$ cat config.mk
export PLATFORM = sky130hd
export DESIGN_NAME = tx_req_sched
export DESIGN_NICKNAME = d
export VERILOG_FILES = /design/src/rtl/tx_sched_pkg.sv /design/src/rtl/tx_prio_pick.sv /design/src/rtl/tx_slot_ctrl.sv /design/src/rtl/tx_sched_fsm.sv /design/src/rtl/tx_req_sched.sv
export SDC_FILE = /design/constraint.sdc
export NUM_CORES = 1
export LEC_CHECK = 0
export BUFFER_PORTS_ARGS = -buffer_cell sky130_fd_sc_hd__buf_2
export CAP_MARGIN = 5
export CORE_ASPECT_RATIO = 2
export CORE_MARGIN = 2
export CORE_UTILIZATION = 51
export CTS_CLUSTER_SIZE = 30
export DETAILED_ROUTE_END_ITERATION = 10
export GPL_TIMING_DRIVEN = 0
export PLACE_DENSITY = 0.88
export SETUP_SLACK_MARGIN = 0.1
export SLEW_MARGIN = 20
export SYNTH_ARGS = -nofsm -noshare
export SYNTH_HDL_FRONTEND = slang
export SYNTH_SLANG_ARGS = --single-unit
$ cat constraint.sdc
create_clock -name clk -period 3.2 [get_ports clk]
set_clock_uncertainty 0.2 [all_clocks]
set_input_delay 0.8 -clock clk [delete_from_list [all_inputs] [get_ports clk]]
set_output_delay 0.8 -clock clk [all_outputs]
set_load 0.02 [all_outputs]
$ cat src/rtl/tx_sched_pkg.sv
package tx_sched_pkg;

    localparam int PRIO_W = 2;

    // status byte bit positions
    localparam int BIT_ABT  = 6;
    localparam int BIT_LOST = 5;
    localparam int BIT_ERR  = 4;
    localparam int BIT_REQ  = 3;

    typedef enum logic [1:0] {
        ST_IDLE  = 2'd0,
        ST_OFFER = 2'd1,
        ST_BUSY  = 2'd2
    } sched_state_t;

endpackage

$ cat src/rtl/tx_prio_pick.sv
module tx_prio_pick
    import tx_sched_pkg::*;
#(
    parameter int NUM_BUF = 3,
    localparam int IDX_W  = (NUM_BUF > 1) ? $clog2(NUM_BUF) : 1
) (
    input  logic [NUM_BUF-1:0]        req,
    input  logic [NUM_BUF*PRIO_W-1:0] prio,
    output logic                      win_valid,
    output logic [IDX_W-1:0]          win_idx
);

    logic [PRIO_W-1:0] best;

    // Ascending scan with >= so a later slot wins on equal priority.
    always_comb begin
        win_valid = 1'b0;
        win_idx   = '0;
        best      = '0;
        for (int i = 0; i < NUM_BUF; i++) begin
            if (req[i] && (!win_valid || prio[i*PRIO_W +: PRIO_W] >= best)) begin
                win_valid = 1'b1;
                win_idx   = IDX_W'(i);
                best      = prio[i*PRIO_W +: PRIO_W];
            end
        end
    end

endmodule

$ cat src/rtl/tx_slot_ctrl.sv
module tx_slot_ctrl
    import tx_sched_pkg::*;
(
    input  logic              clk,
    input  logic              rst_n,
    input  logic              wr_hit,
    input  logic              wr_req,
    input  logic [PRIO_W-1:0] wr_prio,
    input  logic              abort_hit,
    input  logic              ev_ok,
    input  logic              ev_err,
    input  logic              ev_lost,
    input  logic              done_ack,
    output logic              req_o,
    output logic [PRIO_W-1:0] prio_o,
    output logic              abt_o,
    output logic              lost_o,
    output logic              err_o,
    output logic              done_o
);

    always_ff @(posedge clk or negedge rst_n) begin
        if (!rst_n) begin
            req_o  <= 1'b0;
            prio_o <= '0;
            abt_o  <= 1'b0;
            lost_o <= 1'b0;
            err_o  <= 1'b0;
            done_o <= 1'b0;
        end else begin
            if (wr_hit) begin
                req_o  <= wr_req;
                prio_o <= wr_prio;
                if (wr_req) begin
                    abt_o  <= 1'b0;
                    lost_o <= 1'b0;
                    err_o  <= 1'b0;
                end
            end
            if (abort_hit) begin
                req_o <= 1'b0;
                abt_o <= 1'b1;
            end
            if (ev_ok)   req_o  <= 1'b0;
            if (ev_err)  err_o  <= 1'b1;
            if (ev_lost) lost_o <= 1'b1;
            if (done_ack) done_o <= 1'b0;
            if (ev_ok)    done_o <= 1'b1;
        end
    end


    ok_clears_req_chk: assert property (@(posedge clk) disable iff (!rst_n)
        ev_ok |=> (!req_o && done_o));


    err_keeps_req_chk: assert property (@(posedge clk) disable iff (!rst_n)
        ev_err |=> (req_o && err_o));


    lost_keeps_req_chk: assert property (@(posedge clk) disable iff (!rst_n)
        ev_lost |=> (req_o && lost_o));


    req_write_clears_chk: assert property (@(posedge clk) disable iff (!rst_n)
        (wr_hit && wr_req && !abort_hit) |=> (req_o && !abt_o && !lost_o && !err_o));

endmodule

$ cat src/rtl/tx_sched_fsm.sv
module tx_sched_fsm
    import tx_sched_pkg::*;
#(
    parameter int NUM_BUF = 3,
    localparam int IDX_W  = (NUM_BUF > 1) ? $clog2(NUM_BUF) : 1
) (
    input  logic             clk,
    input  logic             rst_n,
    input  logic             bus_idle,
    input  logic             inhibit,
    input  logic             win_valid,
    input  logic [IDX_W-1:0] win_idx,
    input  logic             cur_req,
    input  logic             accept,
    input  logic             success,
    input  logic             error,
    input  logic             lost,
    output logic [IDX_W-1:0] cur_idx,
    output logic             tx_start,
    output logic             busy,
    output logic             taking
);

    sched_state_t state, nxt;

    always_ff @(posedge clk or negedge rst_n) begin
        if (!rst_n) begin
            state   <= ST_IDLE;
            cur_idx <= '0;
        end else begin
            state <= nxt;
            if (state == ST_IDLE && nxt == ST_OFFER) cur_idx <= win_idx;
        end
    end

    always_comb begin
        nxt = state;
        unique case (state)
            ST_IDLE:  if (bus_idle && !inhibit && win_valid) nxt = ST_OFFER;
            ST_OFFER: begin
                if (cur_req && accept) nxt = ST_BUSY;
                else if (!cur_req)     nxt = ST_IDLE;
            end
            ST_BUSY:  if (success || error || lost) nxt = ST_IDLE;
            default:  nxt = ST_IDLE;
        endcase
    end

    always_comb begin
        tx_start = 1'b0;
        busy     = 1'b0;
        taking   = 1'b0;
        unique case (state)
            ST_IDLE:  ;
            ST_OFFER: begin
                tx_start = cur_req;
                taking   = cur_req && accept;
            end
            ST_BUSY:  busy = 1'b1;
            default:  ;
        endcase
    end


    no_launch_when_bus_busy_chk: assert property (@(posedge clk) disable iff (!rst_n)
        (state == ST_IDLE && !bus_idle) |=> !tx_start);

endmodule

$ cat src/rtl/tx_req_sched.sv
module tx_req_sched
    import tx_sched_pkg::*;
#(
    parameter int NUM_BUF = 3,
    localparam int IDX_W  = (NUM_BUF > 1) ? $clog2(NUM_BUF) : 1
) (
    input  logic                 clk,
    input  logic                 rst_n,
    input  logic                 wr_en,
    input  logic [IDX_W-1:0]     wr_sel,
    input  logic                 wr_req,
    input  logic [PRIO_W-1:0]    wr_prio,
    input  logic                 abort_all,
    input  logic [NUM_BUF-1:0]   done_ie,
    input  logic                 err_ie,
    input  logic [NUM_BUF-1:0]   done_ack,
    input  logic                 err_ack,
    input  logic                 bus_idle,
    input  logic                 tx_accept,
    input  logic                 tx_success,
    input  logic                 tx_error,
    input  logic                 tx_arb_lost,
    output logic                 tx_start,
    output logic [IDX_W-1:0]     tx_sel,
    output logic [8*NUM_BUF-1:0] ctrl_stat,
    output logic [NUM_BUF-1:0]   done_flag,
    output logic                 err_flag,
    output logic                 done_irq,
    output logic                 err_irq
);

    logic [NUM_BUF-1:0]        req_v, abt_v, lost_v, err_v, cur_hit, started;
    logic [NUM_BUF*PRIO_W-1:0] prio_v;
    logic                      win_valid, cur_req, busy, taking, abort_q, abort_edge;
    logic [IDX_W-1:0]          win_idx, cur_idx;

    always_ff @(posedge clk or negedge rst_n) begin
        if (!rst_n) abort_q <= 1'b0;
        else        abort_q <= abort_all;
    end
    assign abort_edge = abort_all && !abort_q;

    tx_prio_pick #(.NUM_BUF(NUM_BUF)) u_pick (
        .req       (req_v),
        .prio      (prio_v),
        .win_valid (win_valid),
        .win_idx   (win_idx)
    );

    tx_sched_fsm #(.NUM_BUF(NUM_BUF)) u_fsm (
        .clk       (clk),
        .rst_n     (rst_n),
        .bus_idle  (bus_idle),
        .inhibit   (abort_all),
        .win_valid (win_valid),
        .win_idx   (win_idx),
        .cur_req   (cur_req),
        .accept    (tx_accept),
        .success   (tx_success),
        .error     (tx_error),
        .lost      (tx_arb_lost),
        .cur_idx   (cur_idx),
        .tx_start  (tx_start),
        .busy      (busy),
        .taking    (taking)
    );

    assign cur_req = |(req_v & cur_hit);
    assign tx_sel  = cur_idx;

    for (genvar i = 0; i < NUM_BUF; i++) begin : g_slot
        logic wr_hit_i, abort_hit_i, ok_i, err_i, lost_i;

        assign cur_hit[i]  = (cur_idx == IDX_W'(i));
        assign started[i]  = cur_hit[i] && (busy || taking);
        assign wr_hit_i    = wr_en && (wr_sel == IDX_W'(i)) && !started[i];
        assign abort_hit_i = abort_edge && req_v[i] && !started[i];
        assign ok_i        = busy && cur_hit[i] && tx_success;
        assign err_i       = busy && cur_hit[i] && !tx_success && tx_error;
        assign lost_i      = busy && cur_hit[i] && !tx_success && !tx_error && tx_arb_lost;

        tx_slot_ctrl u_slot (
            .clk       (clk),
            .rst_n     (rst_n),
            .wr_hit    (wr_hit_i),
            .wr_req    (wr_req),
            .wr_prio   (wr_prio),
            .abort_hit (abort_hit_i),
            .ev_ok     (ok_i),
            .ev_err    (err_i),
            .ev_lost   (lost_i),
            .done_ack  (done_ack[i]),
            .req_o     (req_v[i]),
            .prio_o    (prio_v[i*PRIO_W +: PRIO_W]),
            .abt_o     (abt_v[i]),
            .lost_o    (lost_v[i]),
            .err_o     (err_v[i]),
            .done_o    (done_flag[i])
        );

        assign ctrl_stat[8*i +: 8] = {1'b0, abt_v[i], lost_v[i], err_v[i],
                                      req_v[i], 1'b0, prio_v[i*PRIO_W +: PRIO_W]};
    end

    always_ff @(posedge clk or negedge rst_n) begin
        if (!rst_n) err_flag <= 1'b0;
        else if (busy && !tx_success && tx_error) err_flag <= 1'b1;
        else if (err_ack) err_flag <= 1'b0;
    end

    assign done_irq = |(done_flag & done_ie);
    assign err_irq  = err_flag && err_ie;


    busy_slot_keeps_req_chk: assert property (@(posedge clk) disable iff (!rst_n)
        busy |-> cur_req);


    abort_stops_offer_chk: assert property (@(posedge clk) disable iff (!rst_n)
        abort_edge |=> !tx_start);

endmodule

## Word level (Yosys, flattened, before mapping)

Cells that the tools add are included.

- Output and inout bits: 33
- Word-level logic and storage cells: 174
- Bits of input ports: 22
- Register bits: 27

- Equal/unequal tests: 7
- Order comparisons: 2
- Reductions and logical operators: 96
- Bitwise logic cells: 2
- Mux-type cells: 45

Operators with widths:

| operator | number |
|---|---|
| $reduce_bool A2 Y1 | 22 |
| $logic_and A1 B1 Y1 | 43 |
| $mux W1 | 37 |
| $reduce_and A2 Y1 | 9 |
| $mux W2 | 7 |
| $logic_not A1 Y1 | 9 |
| $reduce_bool A3 Y1 | 3 |
| $eq A2 B1 Y1 const B | 4 |
| $and A3 B3 Y3 | 2 |
| $eq A2 B2 Y1 const B | 3 |
| $logic_not A2 Y1 | 3 |
| $pmux W2 S3 | 1 |
| $reduce_or A3 Y1 | 2 |
| $logic_or A1 B1 Y1 | 5 |
| $ge A2 B2 Y1 | 2 |

## Logic depth before layout (Yosys ltp)

- Depth after elaboration: 14
- Mapped depth: 12
- Gate-level depth less buffers: 11

## Hierarchy

Synthesis repeated with hierarchy kept, for this count alone.

- Cell total of the unflattened synthesis: 136
- Area total of the unflattened synthesis: 1492.7 µm²

By module, submodules not included:

| module | cells an instance | seq. area each (µm²) | times used | area each (µm²) |
|---|---|---|---|---|
| tx_slot_ctrl | 17 | 175.2 | 3 | 257.7 |
| tx_req_sched | 49 | 50.0 | 1 | 355.3 |
| tx_sched_fsm | 15 | 100.1 | 1 | 196.4 |
| tx_prio_pick | 21 | 0.0 | 1 | 167.7 |

## Worst setup path before layout

Ideal clock, no wire load.

- Path kind: register to register
- From: register g_slot[0].u_slot.req_o
- To: register u_fsm.cur_idx[1]
- Arrival time: 2.387 ns
- Stages on the path, launching flop included: 12
- Path buffers: 1
- Period minus slack after synthesis: 2.712 ns
- Slack: 0.488 ns
- Data required time: 2.875 ns
- Library setup time: 0.125 ns
- Cell sequence: dfrtp_1 buf_4 and2_1 ha_1 inv_1 a21boi_0 o21ai_0 mux2_2 ha_1 o21ai_0 a21oi_1 mux2_2

- Cells in the longest elaborated chain, start to end: 14
- Elaborated cells on any way between the ends: 24
- Classes of those cells: order compare: 2; eq/ne: 1; mux: 10; bitwise: 1; reduce/logical: 10

RTL lines:

| what | line | text |
|---|---|---|
| start: declaration | tx_slot_ctrl.sv:14 | `output logic req_o,` |
| start signal: assignment | tx_slot_ctrl.sv:32 | `req_o <= wr_req;` |
| $mux W2 / $mux W1 (equally long branches) | tx_prio_pick.sv:21 | `if (req[i] && (!win_valid \|\| prio[i*PRIO_W +: PRIO_W] >= best)) begin` |
| $ge A2 B2 Y1 / $logic_not A1 Y1 (equally long branches) | tx_prio_pick.sv:21 |  |
| $logic_or A1 B1 Y1 | tx_prio_pick.sv:21 |  |
| $logic_and A1 B1 Y1 | tx_prio_pick.sv:21 |  |
| $mux W2 / $mux W1 (equally long branches) | tx_prio_pick.sv:21 |  |
| $ge A2 B2 Y1 / $logic_not A1 Y1 (equally long branches) | tx_prio_pick.sv:21 |  |
| $logic_or A1 B1 Y1 | tx_prio_pick.sv:21 |  |
| $logic_and A1 B1 Y1 | tx_prio_pick.sv:21 |  |
| $mux W1 | tx_prio_pick.sv:21 |  |
| $logic_and A1 B1 Y1 | tx_sched_fsm.sv:39 | `ST_IDLE: if (bus_idle && !inhibit && win_valid) nxt = ST_OFFER;` |
| $mux W2 | tx_sched_fsm.sv:39 |  |
| $pmux W2 S3 | tx_sched_fsm.sv:38 | `unique case (state)` |
| $eq A2 B1 Y1 | tx_sched_fsm.sv:32 | `if (state == ST_IDLE && nxt == ST_OFFER) cur_idx <= win_idx;` |
| $logic_and A1 B1 Y1 | tx_sched_fsm.sv:32 |  |
| end signal: assignment | tx_sched_fsm.sv:32 |  |
| end: declaration | tx_sched_fsm.sv:18 | `output logic [IDX_W-1:0] cur_idx,` |

Parallel ways exist; a longest one is shown, timed or not.
A chain may end at the register's enable or synchronous reset.

## Final worst setup path

Same ends and word-level chain as after synthesis.

==> results.cfg <==
[route]
final_antenna_net_count = 0
first_iter_violations = 35
drt_pass1_iterations = 4
postRouteWirelength_mm = 3.87
maxUsedRoutingLayer = met4
per_cell_routed_wire_length_um = 14.9
met3_length_um = 223
number_of_vias_in_the_routed_layout = 1467
route.met2.wl_mm = 2.19
remaining_drc_errors = 0
detail_route.vias_per_cell = 5.64
drt-met1-wl_mm = 1.35

[clock_tree]
post_cts_buffers = 0
cts_tree = done
tritoncts.num_buffers = 3
clk_pin_slew_ps = 90
number_of_buffers_inserted_by_hold_repair_at_cts = 0
clockBufferDepth = 2
clk_latency_ps = 270
cts_max_level = 1
cts.root.buffer_cell = sky130_fd_sc_hd__clkbuf_8
clock_sink_count = 27

[synthesis]
complex_gate_fraction_of_the_synthesized_area_pct = 19.1
synth.mux.area_fraction_pct = 7.30
synth.most_common_cell = sky130_fd_sc_hd__dfrtp_1
main_combinational_cell_family_by_area_after_synthesis = compound AO/OA/AOI/OAI gates
synth_fa_ha_area_share_pct = 2.92
synth.lib_cells_used.distinct = 51
yosysTopAreaCellShare_pct = 39.4
synth-seq-cells = 27
yosysSeqAreaShare_pct = 39.4
post_synth_and_or_nand_nor_area_fraction_pct = 17.2
synth_top_area_cell = sky130_fd_sc_hd__dfrtp_1
synth_async_sr_flop_share_pct = 100
ys.warnings.count = 0
post_synth_most_frequent_cells = sky130_fd_sc_hd__dfrtp_1, sky130_fd_sc_hd__buf_4, sky130_fd_sc_hd__inv_1, sky130_fd_sc_hd__mux2_2, sky130_fd_sc_hd__o21ai_0
post_syn_area_um2 = 1710
post_synth_main_area_contributors = sky130_fd_sc_hd__dfrtp_1, sky130_fd_sc_hd__buf_4, sky130_fd_sc_hd__mux2_2
postSynth.topFlopCell = sky130_fd_sc_hd__dfrtp_1
synth-edff-count = 0
syn_inst = 172
postSynthAreaPerCell_um2 = 9.96
post_synth_xor_area_fraction_pct = 0

[sta]
report.final.setup_viol = 0
maxSlewViolCount = 0
maxSlewHeadroom_pct = 58.1
worstMarginPinSlew_ps = 627
fin_tns_setup_ps = 0
finalCriticalPeriod_ps = 2900
timing.final.crit_share_pct = 90.8
final.setup.worst_slack_ps = 295
setup_repair_after_global_routing_missed_its_margin = no
final_hold_viol_count = 0
fmax_mhz = 344

[finish]
layout-drive-gt1-share_pct = 41.9
n_antenna_cell = 0
num-nets-final = 256
syn2layout_area_growth_pct = 20.0
final.fill_count = 294

[power_and_ir_drop]
internal_power_mw = 0.823
power.density_nw_per_um2 = 677
power.share.clock_pct = 13.7
vdd_ir_drop_max_mv = 0.479
comb_power_share_pct = 49.8
switching_share_pct = 40.9
switching_power_mw = 0.569
power.share.sequential_pct = 36.5
power_leakage_nw = 1.07

[setup_path]
cp-startpoint = g_slot[0].u_slot.req_o
cp-end-kind = register
cp_data_arrival_time_ps = 2870
crit_required_ps = 3170
reg2reg_to = u_fsm.cur_idx[1]
critical_path.reg2reg.startpoint = g_slot[0].u_slot.req_o
ff_to_ff_path_depth = 11
critPathLaunchType = register
worst_setup_path_endpoint = u_fsm.cur_idx[1]
r2r_slack_ps = 300
worstPathMaxFanout = 9
path_class = register to register

[hold_path]
hold_path_class = register to register

[floorplan]
die_h_um = 86.0
fp.coreArea_um2 = 3190
start_util_pct = 53.6
number_of_core_rows = 29
die_area_um2 = 3870
design.portCount = 55
die_x_um = 45.0

[place]
finalWeightedCongestion = 0.900
hpwl_mm = 3.05
place_ws_ps = 162
number_of_i_o_port_buffers = 48

[outcome]
outcome = finished, final reports clean

[global_routing]
grt_first_pass_wirelength_mm = 6.08
antenna_found_initial = 0
grt.overflow.total = 0
grtUsageTotal_pct = 21.1
largest_net_degree_at_the_start_of_global_routing = 28
first_global_vias = 1363

[job]
reported_max_cap_violation_count = 0
-- cells by family (layout without fill, tap and decap cells) --
kind of cell / count (synthesis) / after routing
compound gates: 43 / 43
other cells: 1 / 6
mux: 11 / 11
flops: 27 / 27
simple gates: 48 / 48
buf+inv: 38 / 90
fa+ha+maj: 4 / 4
-- state kept, by name, summed over array words and instances, names as in the netlist --
signal,cells
err_flag,1
g_slot.u_slot.lost_o,3
g_slot.u_slot.done_o,3
abort_q,1
u_fsm.cur_idx,2
u_fsm.state,2
g_slot.u_slot.prio_o,6
g_slot.u_slot.req_o,3
g_slot.u_slot.err_o,3
g_slot.u_slot.abt_o,3
-- worst min path at each step --
stage,from,to,cells after the start
2_1_floorplan,g_slot[1].u_slot.abt_o,g_slot[1].u_slot.abt_o,1
3_3_place_gp,g_slot[0].u_slot.abt_o,g_slot[0].u_slot.abt_o,1
5_1_grt,g_slot[1].u_slot.abt_o,g_slot[1].u_slot.abt_o,1
6_report,g_slot[0].u_slot.abt_o,g_slot[0].u_slot.abt_o,1
3_5_place_dp,g_slot[0].u_slot.abt_o,g_slot[0].u_slot.abt_o,1
4_1_cts,g_slot[0].u_slot.abt_o,g_slot[0].u_slot.abt_o,1
-- cells in the final DEF (no fill, tap or decap), types with 5 or more instances in the layout --
| cell | count |
|---|---|
| sky130_fd_sc_hd__dfrtp_1 | 27 |
| sky130_fd_sc_hd__inv_1 | 14 |
| sky130_fd_sc_hd__mux2_2 | 9 |
| sky130_fd_sc_hd__buf_2 | 48 |
| sky130_fd_sc_hd__conb_1 | 6 |
| sky130_fd_sc_hd__o21ai_0 | 7 |
| sky130_fd_sc_hd__buf_4 | 23 |
| sky130_fd_sc_hd__nand2_1 | 6 |
| sky130_fd_sc_hd__nor2_1 | 7 |
| sky130_fd_sc_hd__nand3b_1 | 6 |
| sky130_fd_sc_hd__a21oi_1 | 5 |
-- layer usage --
metal | global-route usage (%) | vias to the layer above
met1 | 22.1 | 689
li1 | - | 704
met3 | 1.68 | 11
met5 | 0 | -
met2 | 40.3 | 63
met4 | 8.02 | 0
-- metrics by stage --
stage | power [mW] | utilization (%) | cell area (µm²) | cells | hold slack [ps]
2_1_floorplan | 1.01 | - | 1730 | 177 | 251
3_3_place_gp | 1.18 | 63.0 | 2010 | 256 | 269
3_5_place_dp | 1.20 | 63.0 | 2010 | 256 | 272
4_1_cts | 1.39 | 64.4 | 2060 | 260 | 292
5_1_grt | 1.48 | 64.4 | 2060 | 260 | 312
6_report | 1.39 | 64.4 | 2060 | 260 | 283
-- power by group through the flow --
stage,sequential (mW),combinational [mW],clock [mW]
after floorplan,0.525,0.486,0
after global placement,0.510,0.674,0
after detailed placement,0.513,0.690,0
after CTS,0.506,0.694,0.195
after global routing,0.518,0.756,0.205
final,0.508,0.694,0.191
-- cell type report --
| class | count | area, µm² | share of cell area, % |
|---|---|---|---|
| timing repair buffer | 48 | 240 | 11.7 |
| sequential | 27 | 676 | 32.9 |
| multi-input combinational | 112 | 820 | 39.9 |
| inverter | 14 | 52.6 | 2.56 |
| clock buffer | 4 | 45.0 | 2.19 |
| buffer | 24 | 184 | 8.95 |
| tap | 31 | 38.8 | 1.89 |
-- worst max-delay path, cell delays in order, from the launching register on --
cell                       delay (ps)
sky130_fd_sc_hd__dfrtp_1          380
sky130_fd_sc_hd__buf_4            180
sky130_fd_sc_hd__and2_1           160
sky130_fd_sc_hd__ha_1             270
sky130_fd_sc_hd__inv_1             50
sky130_fd_sc_hd__a21boi_0          80
sky130_fd_sc_hd__o21ai_1          300
sky130_fd_sc_hd__mux2_2           380
sky130_fd_sc_hd__ha_1             270
sky130_fd_sc_hd__o21ai_0          170
sky130_fd_sc_hd__a21oi_1          100
sky130_fd_sc_hd__mux2_2           260
-- timing repair --
action	in CTS	in global routing
resized for setup	0	1
endpoints found under the hold margin	0	0
endpoints found under the setup margin	0	2
No activity file was read; power rests on OpenSTA's default activity.
